`src/rtl/irq_pkg.sv`:
```
// Package: shared constants for the leveled interrupt controller.
// Holds the source-to-bit map, the priority group of each source,
// register offsets and helpers that derive the group bit masks.
package irq_pkg;

    localparam int DATA_W      = 32;
    localparam int NUM_SRC     = 13;
    localparam int ADDR_W      = 16;
    localparam int LVL_W       = 3;

    localparam logic [ADDR_W-1:0] STAT_OFS = 16'h7000;
    localparam logic [ADDR_W-1:0] MASK_OFS = 16'h7800;

    localparam int SCSI_DMA_POS = 26;
    localparam int SCSI_DMA_SRC = 10;
    localparam int SCTL_DMA_BIT = 4;

    // Pending bit owned by each source index.
    localparam int SRC_POS [NUM_SRC] = '{2, 3, 5, 7, 9, 10, 12, 17, 21, 23, 26, 27, 28};
    // CPU priority group of each source index.
    localparam int SRC_GRP [NUM_SRC] = '{3, 3, 3, 3, 3, 3, 3, 5, 6, 6, 6, 6, 6};

    // Build the bit mask of every pending bit that belongs to group grp.
    function automatic logic [DATA_W-1:0] grp_mask(input int grp);
        logic [DATA_W-1:0] m;
        m = '0;
        for (int i = 0; i < NUM_SRC; i++) begin
            if (SRC_GRP[i] == grp) m[SRC_POS[i]] = 1'b1;
        end
        return m;
    endfunction

endpackage

```
`src/rtl/irq_status_reg.sv`:
```
// Module: pending-bit register.
// Each source line forces its bit high while asserted and clears it on
// the edge where it is first seen low. Software writes and the SCSI
// control byte load bits otherwise. Assumes lines are synchronous to clk.
module irq_status_reg
    import irq_pkg::*;
#(
    parameter int W    = DATA_W,
    parameter int NSRC = NUM_SRC
) (
    input  logic            clk,
    input  logic            rst_n,
    input  logic [NSRC-1:0] src_lvl,
    input  logic            sw_we,
    input  logic [W-1:0]    sw_data,
    input  logic            sctl_we,
    input  logic            sctl_val,
    output logic [W-1:0]    stat_q
);

    logic [NSRC-1:0] src_q;
    logic [W-1:0]    stat_d;

    // Remember each line's level at the previous edge for fall detection.
    always_ff @(posedge clk) begin
        if (!rst_n) src_q <= '0;
        else        src_q <= src_lvl;
    end

    // Merge writes and line events; lines have the final say.
    always_comb begin
        stat_d = stat_q;
        if (sw_we)   stat_d = sw_data;
        if (sctl_we) stat_d[SCSI_DMA_POS] = sctl_val;
        for (int i = 0; i < NSRC; i++) begin
            if (src_lvl[i])    stat_d[SRC_POS[i]] = 1'b1;
            else if (src_q[i]) stat_d[SRC_POS[i]] = 1'b0;
        end
    end

    // Pending register.
    always_ff @(posedge clk) begin
        if (!rst_n) stat_q <= '0;
        else        stat_q <= stat_d;
    end

    for (genvar g = 0; g < NSRC; g++) begin : g_chk

        line_sets_bit_chk: assert property (@(posedge clk) disable iff (!rst_n)
            src_lvl[g] |=> stat_q[SRC_POS[g]]);

        fall_clears_bit_chk: assert property (@(posedge clk) disable iff (!rst_n)
            (src_q[g] && !src_lvl[g]) |=> !stat_q[SRC_POS[g]]);
    end


    scsi_byte_bit_chk: assert property (@(posedge clk) disable iff (!rst_n)
        (sctl_we && !src_lvl[SCSI_DMA_SRC] && !src_q[SCSI_DMA_SRC])
        |=> stat_q[SCSI_DMA_POS] == $past(sctl_val));

endmodule

```
`src/rtl/irq_regif.sv`:
```
// Module: register access. Decodes offsets, holds the enable register
// and returns read data combinationally. Assumes one access per cycle.
module irq_regif
    import irq_pkg::*;
#(
    parameter int W  = DATA_W,
    parameter int AW = ADDR_W
) (
    input  logic          clk,
    input  logic          rst_n,
    input  logic          reg_we,
    input  logic [AW-1:0] reg_addr,
    input  logic [W-1:0]  reg_wdata,
    input  logic [W-1:0]  stat_q,
    output logic          stat_we,
    output logic [W-1:0]  mask_q,
    output logic [W-1:0]  reg_rdata
);

    // Write strobe toward the pending register.
    always_comb stat_we = reg_we && (reg_addr == STAT_OFS);

    // Enable register.
    always_ff @(posedge clk) begin
        if (!rst_n)                                 mask_q <= '0;
        else if (reg_we && (reg_addr == MASK_OFS))  mask_q <= reg_wdata;
    end

    // Read mux; unused offsets return zero.
    always_comb begin
        if (reg_addr == STAT_OFS)      reg_rdata = stat_q;
        else if (reg_addr == MASK_OFS) reg_rdata = mask_q;
        else                           reg_rdata = '0;
    end


    mask_load_chk: assert property (@(posedge clk) disable iff (!rst_n)
        (reg_we && reg_addr == MASK_OFS) |=> mask_q == $past(reg_wdata));

endmodule

```
`src/rtl/irq_level_enc.sv`:
```
// Module: priority encoder. Reduces pending AND enable to the highest
// group level and registers it. Assumes groups are 6 > 5 > 3.
module irq_level_enc
    import irq_pkg::*;
#(
    parameter int W  = DATA_W,
    parameter int LW = LVL_W
) (
    input  logic          clk,
    input  logic          rst_n,
    input  logic [W-1:0]  stat_q,
    input  logic [W-1:0]  mask_q,
    output logic [LW-1:0] ipl_q
);

    localparam logic [W-1:0] G6 = grp_mask(6);
    localparam logic [W-1:0] G5 = grp_mask(5);
    localparam logic [W-1:0] G3 = grp_mask(3);

    logic [W-1:0]  live;
    logic [LW-1:0] ipl_d;

    // Pick the highest group with an enabled pending bit.
    always_comb begin
        live = stat_q & mask_q;
        if (|(live & G6))      ipl_d = LW'(6);
        else if (|(live & G5)) ipl_d = LW'(5);
        else if (|(live & G3)) ipl_d = LW'(3);
        else                   ipl_d = '0;
    end

    // Output level register.
    always_ff @(posedge clk) begin
        if (!rst_n) ipl_q <= '0;
        else        ipl_q <= ipl_d;
    end


    legal_level_chk: assert property (@(posedge clk) disable iff (!rst_n)
        (ipl_q == 0) || (ipl_q == 3) || (ipl_q == 5) || (ipl_q == 6));

    top_group_chk: assert property (@(posedge clk) disable iff (!rst_n)
        (|(stat_q & mask_q & G6)) |=> ipl_q == LW'(6));

    idle_level_chk: assert property (@(posedge clk) disable iff (!rst_n)
        ((stat_q & mask_q & (G6 | G5 | G3)) == '0) |=> ipl_q == '0);

endmodule

```
`src/rtl/irq_level_ctrl.sv`:
```
// Module: top of the leveled interrupt controller. Wires the register
// port, the pending register and the level encoder together. Assumes
// all inputs are synchronous to clk.
module irq_level_ctrl
    import irq_pkg::*;
#(
    parameter int W    = DATA_W,
    parameter int NSRC = NUM_SRC,
    parameter int AW   = ADDR_W,
    parameter int LW   = LVL_W
) (
    input  logic            clk,
    input  logic            rst_n,
    input  logic [NSRC-1:0] src_lvl,
    input  logic            reg_we,
    input  logic [AW-1:0]   reg_addr,
    input  logic [W-1:0]    reg_wdata,
    output logic [W-1:0]    reg_rdata,
    input  logic            scsi_ctl_we,
    input  logic [7:0]      scsi_ctl_data,
    output logic [LW-1:0]   ipl
);

    logic          stat_we;
    logic [W-1:0]  stat_q;
    logic [W-1:0]  mask_q;

    irq_regif #(.W(W), .AW(AW)) u_regif (
        .clk       (clk),
        .rst_n     (rst_n),
        .reg_we    (reg_we),
        .reg_addr  (reg_addr),
        .reg_wdata (reg_wdata),
        .stat_q    (stat_q),
        .stat_we   (stat_we),
        .mask_q    (mask_q),
        .reg_rdata (reg_rdata)
    );

    irq_status_reg #(.W(W), .NSRC(NSRC)) u_status (
        .clk      (clk),
        .rst_n    (rst_n),
        .src_lvl  (src_lvl),
        .sw_we    (stat_we),
        .sw_data  (reg_wdata),
        .sctl_we  (scsi_ctl_we),
        .sctl_val (scsi_ctl_data[SCTL_DMA_BIT]),
        .stat_q   (stat_q)
    );

    irq_level_enc #(.W(W), .LW(LW)) u_enc (
        .clk    (clk),
        .rst_n  (rst_n),
        .stat_q (stat_q),
        .mask_q (mask_q),
        .ipl_q  (ipl)
    );


    reset_clear_chk: assert property (@(posedge clk)
        !rst_n |=> (ipl == '0 && stat_q == '0 && mask_q == '0));

endmodule

```
`config.mk`:
```
export PLATFORM = sky130hd
export DESIGN_NAME = irq_level_ctrl
export DESIGN_NICKNAME = d
export VERILOG_FILES = /design/src/rtl/irq_pkg.sv /design/src/rtl/irq_status_reg.sv /design/src/rtl/irq_regif.sv /design/src/rtl/irq_level_enc.sv /design/src/rtl/irq_level_ctrl.sv
export SDC_FILE = /design/constraint.sdc
export NUM_CORES = 1
export LEC_CHECK = 0
export BUFFER_PORTS_ARGS = -buffer_cell sky130_fd_sc_hd__buf_2
export CORE_ASPECT_RATIO = 0.5
export CORE_MARGIN = 2
export CORE_UTILIZATION = 55
export DETAILED_ROUTE_END_ITERATION = 7
export PLACE_DENSITY_LB_ADDON = 0.08
export SETUP_SLACK_MARGIN = 0.1
export SLEW_MARGIN = 15
export SYNTH_ARGS = -nofsm -noshare
export SYNTH_HDL_FRONTEND = slang
export SYNTH_SLANG_ARGS = --single-unit
```
`constraint.sdc`:
```
create_clock -name clk -period 4.25 [get_ports clk]
set_clock_uncertainty 0.2 [all_clocks]
set_input_delay 0.6375 -clock clk [delete_from_list [all_inputs] [get_ports clk]]
set_output_delay 0.6375 -clock clk [all_outputs]
set_load 0.01 [all_outputs]
```
==> metrics.cfg <==
[clock_tree]
holdBufCountCts = 0
post-cts-setup-buffer-count = 0
clock_latency_ns = 0.33
clock_path_buffers = 2
cts_tree = built
postCtsResizedCells = 0
clk_pin_slew_ns = 0.06
cts_root_buf = clkbuf_16
cts_made_buffers = 9
htree_num_levels = 3
clock-sinks = 80

[placement]
gp_congestion = 0.826
dpl.hpwl_um = 6240
placedCellCount = 569
port_buffers = 100
placement.cell_area_um2 = 4200

[yosys]
yosysTopAreaCell = dfxtp_1
synth_area_per_cell_um2 = 9.11
synthCells = 400
synthTopCellsByArea = dfxtp_1 44%, mux2i_1 14%, nand2_1 9.2%
yosysUniqueCellTypes = 31
syn_area_um2 = 3650
synth_top_area_share_pct = 43.9
ys_seq_elements = 80
synth_warnings = 0
ys_seq_area_share_pct = 43.9
synth_nets = 473

[die]
die_height_um = 61.6
core_um2 = 6230
rows = 20
dieArea_um2 = 7340
start_util_pct = 58.5
dieWidth_um = 119
top_level_ports = 108

[detailed_routing]
routedWlPerCell_um = 15.6
wirelength_um = 9150
dr.pass1.iters = 5
drc_errors = 0
vias = 3340
final_antenna_net_count = 0
routed_via_density = 5.71
drt_iter0_markers = 184

[sta]
hold_viol = 0
final.setup.tns_ns = 0
rsz0062_at_grt = no
finalCritPeriodShare_pct = 88.4
period_needed_ns = 3.76
fmax_ghz = 0.266
maxSlewHeadroom_pct = 44.7
max_slew.worst_pin.slew_ns = 0.828
drv_slew = 0
finalSetupViolCount = 0

[worst_setup_path]
crit_top_cell = buf_2
reg2reg_depth = 3
crit_path_start_kind = input port
worstReg2RegStart = u_status.stat_q[26]$_SDFFE_PN0P_
reg2reg_to = u_status.stat_q[26]$_SDFFE_PN0P_
slowest_delay_ns = 0.70
crit_family = simple AND/OR/NAND/NOR gates
cp_data_arrival_time_ns = 2.92
critPathBufInv = 3
required_ns = 3.41
crit_chain = buf_2 -> or4_4 -> or4_1 -> nor3_4 -> buf_4 -> a22o_1 -> buf_2
cp_slowest_cell = or4_1
endpoint_kind = primary output
path_class = input port to primary output
crit_start = reg_addr[1]
rrSetupSlack_ns = 2.78
cp_max_fo = 24

[global_routing]
grt_pass1_vias = 3258
grt_max_degree = 51
antenna_found_initial = 0
grt_pass1_wl_um = 14700
overflow = 0
track_usage_pct = 25.8

[final_layout]
insertedDiodeCount = 0
final_cell_mix = 100 x buf_2, 89 x nand2_1, 80 x dfxtp_1
multi_input_area_um2 = 1890
drive_gt1_share_pct = 26.8
fillCellCount = 474
ff_latch_area_um2 = 1600
postLayoutCoreUtil_pct = 72.4
final_cells = 585
final_nets = 565
stdcell_area_um2 = 4510
final_common_cell = buf_2
syn2layout_area_growth_pct = 23.8

[job]
drv_cap = 0

[hold_path]
worstHoldEndpoint = u_regif.mask_q[24]$_SDFFE_PN0P_
hp-start = u_regif.mask_q[24]$_SDFFE_PN0P_
hold_class = register to register
min_path_cells = 2

[pwr]
leakage_uw = 0.00192
pwr_density_cell_nw_per_um2 = 378
ir_drop_mv = 0.324

[status]
outcome = finished, final reports clean

## cell usage after synthesis (all sizes together)
master   n
a21boi   2
a21oi    2
a222oi   2
a22o    32
a22oi    2
a311oi   1
a31oi   12
a41oi    1
and2    13
and3    14
and4     1
buf     12
clkbuf  19
dfxtp   80
inv      2
mux2i   51
nand2   89
nand3   25
nand4    1
nor2     3
nor2b   13
nor3     4
nor4     1
nor4b    2
o211ai  12
o21ai    1
or4      3
## tightest hold or removal path: stages (launching register included)
cell     delay (ns)
dfxtp_1        0.31
nand2_1        0.05
mux2i_1        0.05
## report_power, final
group	leakage, uW	internal (uW)	total [uW]	switching [uW]
combinational	0.00111	49.6	110	60.5
sequential	0.000653	773	794	21.0
clock	0.000159	518	804	286
total	0.00192	1340	1710	367
## flip-flops by register name, indices dropped and copies added, names as in the netlist
name / count
u_regif.mask_q: 32
u_status.stat_q: 32
u_status.src_q: 13
u_enc.ipl_q: 3
## metal layers
layer	vias to the layer above	GRT usage, %	wire [um]
met5	-	0	0
li1	1611	-	-
met2	136	46.6	4310
met1	1574	29.9	3920
met3	19	8.98	785
met4	0	8.16	141
## metrics by stage
stage	setup slack (ns)	hold slack [ns]	total power (uW)
floorplan	1.06	0.234	864
global placement	0.535	0.242	909
detailed placement	0.515	0.252	917
global route	0.405	0.276	1760
finish	0.491	0.257	1710
CTS	0.503	0.261	1720
## worst max path at each step
stage / slack, ns / to / cells past startpoint
3_3_place_gp: 0.54 / reg_rdata[11] / 7
5_1_grt: 0.40 / reg_rdata[31] / 7
6_report: 0.49 / reg_rdata[30] / 7
3_5_place_dp: 0.52 / reg_rdata[8] / 7
4_1_cts: 0.50 / reg_rdata[31] / 7
2_1_floorplan: 1.06 / reg_rdata[0] / 6
## logic make-up after synthesis
kind of cell / Yosys count / synth area share (%)
AO/OA/AOI/OAI: 67 / 14.5
AND/OR/NAND/NOR: 169 / 23.0
buffers and inverters: 33 / 4.56
multiplexers: 51 / 14.0
flip-flops: 80 / 43.9
## final cells by class
type | count | share of cell area (%)
multi-input cells | 287 | 41.8
flip-flops and latches | 80 | 35.5
repair buffers | 112 | 13.1
clock buffers | 14 | 6.29
well taps | 88 | 2.44
clock inverters | 2 | 0.776
inverters | 2 | 0.166
Power figures use the tool's default switching activity.
